**src/rtl/wkt_pkg.sv**
```systemverilog
package wkt_pkg;
    typedef enum logic [1:0] {
        RUN_HOLD = 2'd0,
        RUN_SET  = 2'd1,
        RUN_CLR  = 2'd2
    } run_cmd_e;
endpackage

```
**src/rtl/wkt_cmd.sv**
```systemverilog
module wkt_cmd
    import wkt_pkg::*;
(
    input  logic     start_i,
    input  logic     stop_i,
    output run_cmd_e cmd_o
);
    // stop outranks start when both arrive together
    always_comb begin
        if (stop_i)       cmd_o = RUN_CLR;
        else if (start_i) cmd_o = RUN_SET;
        else              cmd_o = RUN_HOLD;
    end
endmodule

```
**src/rtl/wkt_step.sv**
```systemverilog
module wkt_step #(
    parameter int unsigned CNT_W = 28
) (
    input  logic [CNT_W-1:0] cnt_i,
    output logic [CNT_W-1:0] nxt_o,
    output logic             last_o
);
    localparam logic [CNT_W-1:0] ONE = CNT_W'(1);

    // modulo decrement; zero wraps to all-ones
    assign nxt_o  = cnt_i - ONE;
    assign last_o = (cnt_i == ONE);
endmodule

```
**src/rtl/wake_countdown_timer.sv**
```systemverilog
module wake_countdown_timer
    import wkt_pkg::*;
#(
    parameter int unsigned CNT_W = 28
) (
    input  logic             clk_i,
    input  logic             rst_ni,
    input  logic             tick_i,
    input  logic             load_i,
    input  logic [CNT_W-1:0] load_val_i,
    input  logic             start_i,
    input  logic             stop_i,
    input  logic             clr_exp_i,
    input  logic             irq_en_i,
    output logic [CNT_W-1:0] count_o,
    output logic             running_o,
    output logic             expired_o,
    output logic             irq_o
);
    typedef struct packed {
        logic [CNT_W-1:0] cnt;
        logic             run;
        logic             exp;
    } state_t;

    localparam state_t RST_STATE = '{cnt: '0, run: 1'b0, exp: 1'b0};

    state_t           state_d, state_q;
    run_cmd_e         run_cmd;
    logic [CNT_W-1:0] cnt_dec;
    logic             cnt_last;
    logic             advance;

    wkt_cmd u_cmd (
        .start_i (start_i),
        .stop_i  (stop_i),
        .cmd_o   (run_cmd)
    );

    wkt_step #(.CNT_W(CNT_W)) u_step (
        .cnt_i  (state_q.cnt),
        .nxt_o  (cnt_dec),
        .last_o (cnt_last)
    );

    assign advance = state_q.run & tick_i & ~stop_i;

    always_comb begin
        state_d = state_q;
        unique case (run_cmd)
            RUN_SET: state_d.run = 1'b1;
            RUN_CLR: state_d.run = 1'b0;
            default: state_d.run = state_q.run;
        endcase
        if (clr_exp_i) begin
            state_d.exp = 1'b0;
        end
        if (load_i) begin
            state_d.cnt = load_val_i;
            state_d.exp = 1'b0;
        end else if (advance) begin
            state_d.cnt = cnt_dec;
            if (cnt_last) begin
                state_d.exp = 1'b1;
            end
        end
    end

    always_ff @(posedge clk_i or negedge rst_ni) begin
        if (!rst_ni) state_q <= RST_STATE;
        else         state_q <= state_d;
    end

    assign count_o   = state_q.cnt;
    assign running_o = state_q.run;
    assign expired_o = state_q.exp;
    assign irq_o     = state_q.exp & irq_en_i;
endmodule

```
**config.mk**
```make
export PLATFORM = sky130hd
export DESIGN_NAME = wake_countdown_timer
export DESIGN_NICKNAME = d
export VERILOG_FILES = /design/src/rtl/wkt_pkg.sv /design/src/rtl/wkt_cmd.sv /design/src/rtl/wkt_step.sv /design/src/rtl/wake_countdown_timer.sv
export SDC_FILE = /design/constraint.sdc
export NUM_CORES = 1
export LEC_CHECK = 0
export BUFFER_PORTS_ARGS = -buffer_cell sky130_fd_sc_hd__buf_4
export CORE_UTILIZATION = 40
export CTS_CLUSTER_DIAMETER = 150
export DETAILED_ROUTE_END_ITERATION = 10
export PLACE_DENSITY = 0.76
export SLEW_MARGIN = 20
export SYNTH_ARGS = -nofsm -noshare
export SYNTH_HDL_FRONTEND = slang
export SYNTH_SLANG_ARGS = --single-unit
export TNS_END_PERCENT = 50
```
**constraint.sdc**
```tcl
create_clock -name clk_i -period 5.6 [get_ports clk_i]
set_input_delay 1.12 -clock clk_i [delete_from_list [all_inputs] [get_ports clk_i]]
set_output_delay 1.12 -clock clk_i [all_outputs]
set_load 0.01 [all_outputs]
```
==> results.rst <==
.. list-table::
   :header-rows: 1

   * - Metric
     - Value
   * - Capturing element type of the critical path
     - output pin
   * - Total Die Area
     - 0.00462 sq mm
   * - Number of buffers and inverters on the critical path
     - 2
   * - Critical-path maximum fanout
     - 1
   * - Inserted Diodes
     - 0
   * - Crit Path Class
     - input port to output pin
   * - Skew final
     - 3.57 ps
   * - Largest net degree at the start of global routing
     - 33
   * - Number of clock sinks
     - 30
   * - Wire length of the first global-routing pass
     - 6.89 mm
   * - Area growth syn-to-layout
     - 34.7%
   * - Via count of the first global-routing pass
     - 1533
   * - Synth top area share
     - 43.2%
   * - Clock tree buffer depth
     - 2
   * - Number of enable flip-flop cells after synthesis
     - 0
   * - Antenna viol nets, final
     - 0
   * - Leakage
     - 0.966 nW
   * - Share of the yosys chip area belonging to registers
     - 43.2%
   * - Ports
     - 67
   * - Initial antenna violation count
     - 0
   * - Summed instance area of the synthesized netlist
     - 0.00174 sq mm
   * - Rel. slew slack
     - 47.8%
   * - Total Routing Usage GR
     - 20.4%
   * - Final #Nets
     - 295
   * - Standard cell with the maximum stage delay on the critical path
     - buf_4
   * - Worst-case hold slack
     - 541 ps
   * - Cell family contributing the most delay on the critical path
     - buffers and inverters
   * - Wire length per cell after detailed routing
     - 14.2 microns
   * - Worst skew pair latency
     - 280 ps
   * - Aggregate global routing overflow
     - 0
   * - Total routed wirelength
     - 4.34 mm
   * - Clk root buf
     - clkbuf_8
   * - Required time worst endpoint
     - 4480 ps
   * - Buffers added on ports
     - 66
   * - Initial DRC Count
     - 84
   * - Syn Area/Cell
     - 8.96 sq um
   * - TritonCTS clock tree
     - built
   * - Most frequent standard cell in the layout excluding fill and tap cells
     - buf_4
   * - Vias per cell
     - 5.65
   * - Clock slew at the register clock pins of the worst setup and hold paths
     - 60 ps
   * - Area inside the core boundary
     - 0.00409 sq mm
   * - H-tree depth reported by CTS
     - 2
   * - Final clock period utilization by the worst path
     - 46.5%
   * - Horizontal die dimension
     - 67.9 microns
   * - Final total negative setup slack
     - 0 ps
   * - Top library cells by usage in the layout, fill and taps aside
     - 66 x buf_4, 30 x dfrtp_1, 21 x nor2_1
   * - Starting Density
     - 42.6%
   * - Die H
     - 67.9 microns
   * - Outcome
     - finished, final reports clean
   * - Setup repair after global routing missed its margin
     - no
   * - Synthesized net count
     - 232
   * - Post-layout minimum cycle time
     - 2600 ps
   * - Crit path launch
     - irq_en_i
   * - Worst Path Arrival
     - 1480 ps
   * - Cell taking the most area after synthesis
     - dfrtp_1
   * - Via total after detailed routing
     - 1729
   * - Peak supply drop
     - 138 uV
   * - Final weighted congestion of routability-driven global placement
     - 0.797
   * - Startpoint of the worst hold path
     - running_o
   * - Layout cells sized above 1
     - 31.6%
   * - Post-detailed-placement half-perimeter wirelength
     - 3.15 mm
   * - Crit Reg-Reg Startpoint
     - count_o[8]
   * - HP Class
     - register to register
   * - Critical Path Start Type
     - input port
   * - Most common cell type on the critical path
     - buf_4
   * - Largest stage delay, worst path
     - 140 ps
   * - Inserted Clock Buffers
     - 5
   * - Fraction of synthesis flops using an asynchronous set or reset pin
     - 100%
   * - Ordered cell list for the critical path
     - buf_4 -> and2_1 -> buf_4
   * - Maximum capacitance violations
     - 0
   * - Total setup violations reported at the end of the flow
     - 0
   * - Post-CTS setup-driven buffer insertion count
     - 0
   * - Actual slew at the worst max-slew pin
     - 783 ps
   * - Number of iterations in the first detailed-routing pass
     - 4
   * - Post-cts resize count
     - 0
   * - Most frequently used flop master after synthesis
     - dfrtp_1
   * - Cell count after synthesis
     - 194
   * - Area contributors post-synth
     - dfrtp_1 43%, or4_1 8.2%, a31oi_1 4.7%, nor2_1 4.5%, o31ai_1 4.3%
   * - Total power per unit cell area
     - 235 mW/mm^2
   * - Total number of placement rows
     - 23
   * - Count of unresolved DRC violations after routing
     - 0
   * - Count of warnings emitted by yosys
     - 0
   * - Final hold violation count
     - 0
   * - Upper clock frequency limit
     - 384 MHz
   * - Pins over their slew limit
     - 0
   * - Number of buffers inserted for hold repair after clock tree synthesis
     - 0
   * - Count of state elements after synthesis
     - 30
   * - Number of distinct library cell variants in the gate-level netlist after synthesis
     - 33
[path summary, 6_finish.rpt]
check | slack, ps | cells after the start | end
hold / removal | 540 | 2 | running_o
setup reg to reg | 3180 | 4 | count_o[23]
max in group asynchronous | 4560 | 1 | count_o[5]
min in group asynchronous | 760 | 1 | running_o
hold reg to reg | 540 | 2 | running_o
setup / recovery | 3000 | 3 | irq_o
[power by group]
| group | switching (mW) | internal (mW) |
|---|---|---|
| combinational | 0.0526 | 0.0616 |
| clock | 0.0783 | 0.0946 |
| sequential | 0.0283 | 0.236 |
[worst min-delay path, delay by kind of cell, from the launching register on]
family           cells  cell delay, ps
and+or+nand+nor      2             120
DFF                  1             380
[per-stage QoR]
| stage | instance area, sq um | power [mW] | util (%) | cells | worst slack [ps] |
|---|---|---|---|---|---|
| 2_1_floorplan | 1740 | 0.316 | - | 194 | 3030 |
| 4_1_cts | 2340 | 0.558 | 57.3 | 306 | 2990 |
| 3_3_place_gp | 2260 | 0.380 | 55.3 | 300 | 2790 |
| 3_5_place_dp | 2260 | 0.384 | 55.3 | 300 | 2750 |
| 6_report | 2340 | 0.551 | 57.3 | 306 | 3000 |
| 5_1_grt | 2340 | 0.579 | 57.3 | 306 | 2900 |
[layout make-up]
| class | instances | area [sq um] |
|---|---|---|
| Clock buffer | 6 | 82.6 |
| Fill cell | 409 | 1740 |
| Inverter | 3 | 11.3 |
| Tap cell | 50 | 62.6 |
| Multi-Input combinational cell | 151 | 940 |
| Timing Repair Buffer | 66 | 495 |
| Sequential cell | 30 | 751 |
[flip-flops by register name, summed over array words and instances (netlist names)]
register,cells
count_o,28
expired_o,1
running_o,1
[synthesized netlist by cell type (all sizes together) (3+ instances only)]
| cell type | instances |
|---|---|
| or3 | 3 |
| o41ai | 3 |
| inv | 3 |
| or4b | 3 |
| nand4 | 3 |
| nor2 | 21 |
| or4 | 20 |
| o21ai | 12 |
| o31ai | 10 |
| nor4 | 6 |
| o211ai | 3 |
| a21oi | 3 |
| a31oi | 13 |
| xor2 | 5 |
| clkbuf | 10 |
| xnor2 | 5 |
| dfrtp | 30 |
| or2 | 3 |
| nand3 | 6 |
| nand2 | 18 |
[layer usage]
metal,part of all wire (%),vias to the layer above,GRT usage (%)
li1,-,867,-
met4,2.0,0,10.2
met2,47,55,31.5
met5,0,-,0
met1,45,799,26.1
met3,6.6,8,5.33
[kinds of logic (layout without fill, tap and decap cells)]
| kind of cell | after synthesis | count (layout) | synth area share, % |
|---|---|---|---|
| xor+xnor | 10 | 10 | 5.04 |
| compound gates | 45 | 45 | 16.5 |
| buf+inv | 13 | 75 | 2.81 |
| fa+ha+maj | 2 | 2 | 1.44 |
| simple gates | 94 | 94 | 31.0 |
| flops | 30 | 30 | 43.2 |
Power figures use the tool's default switching activity.
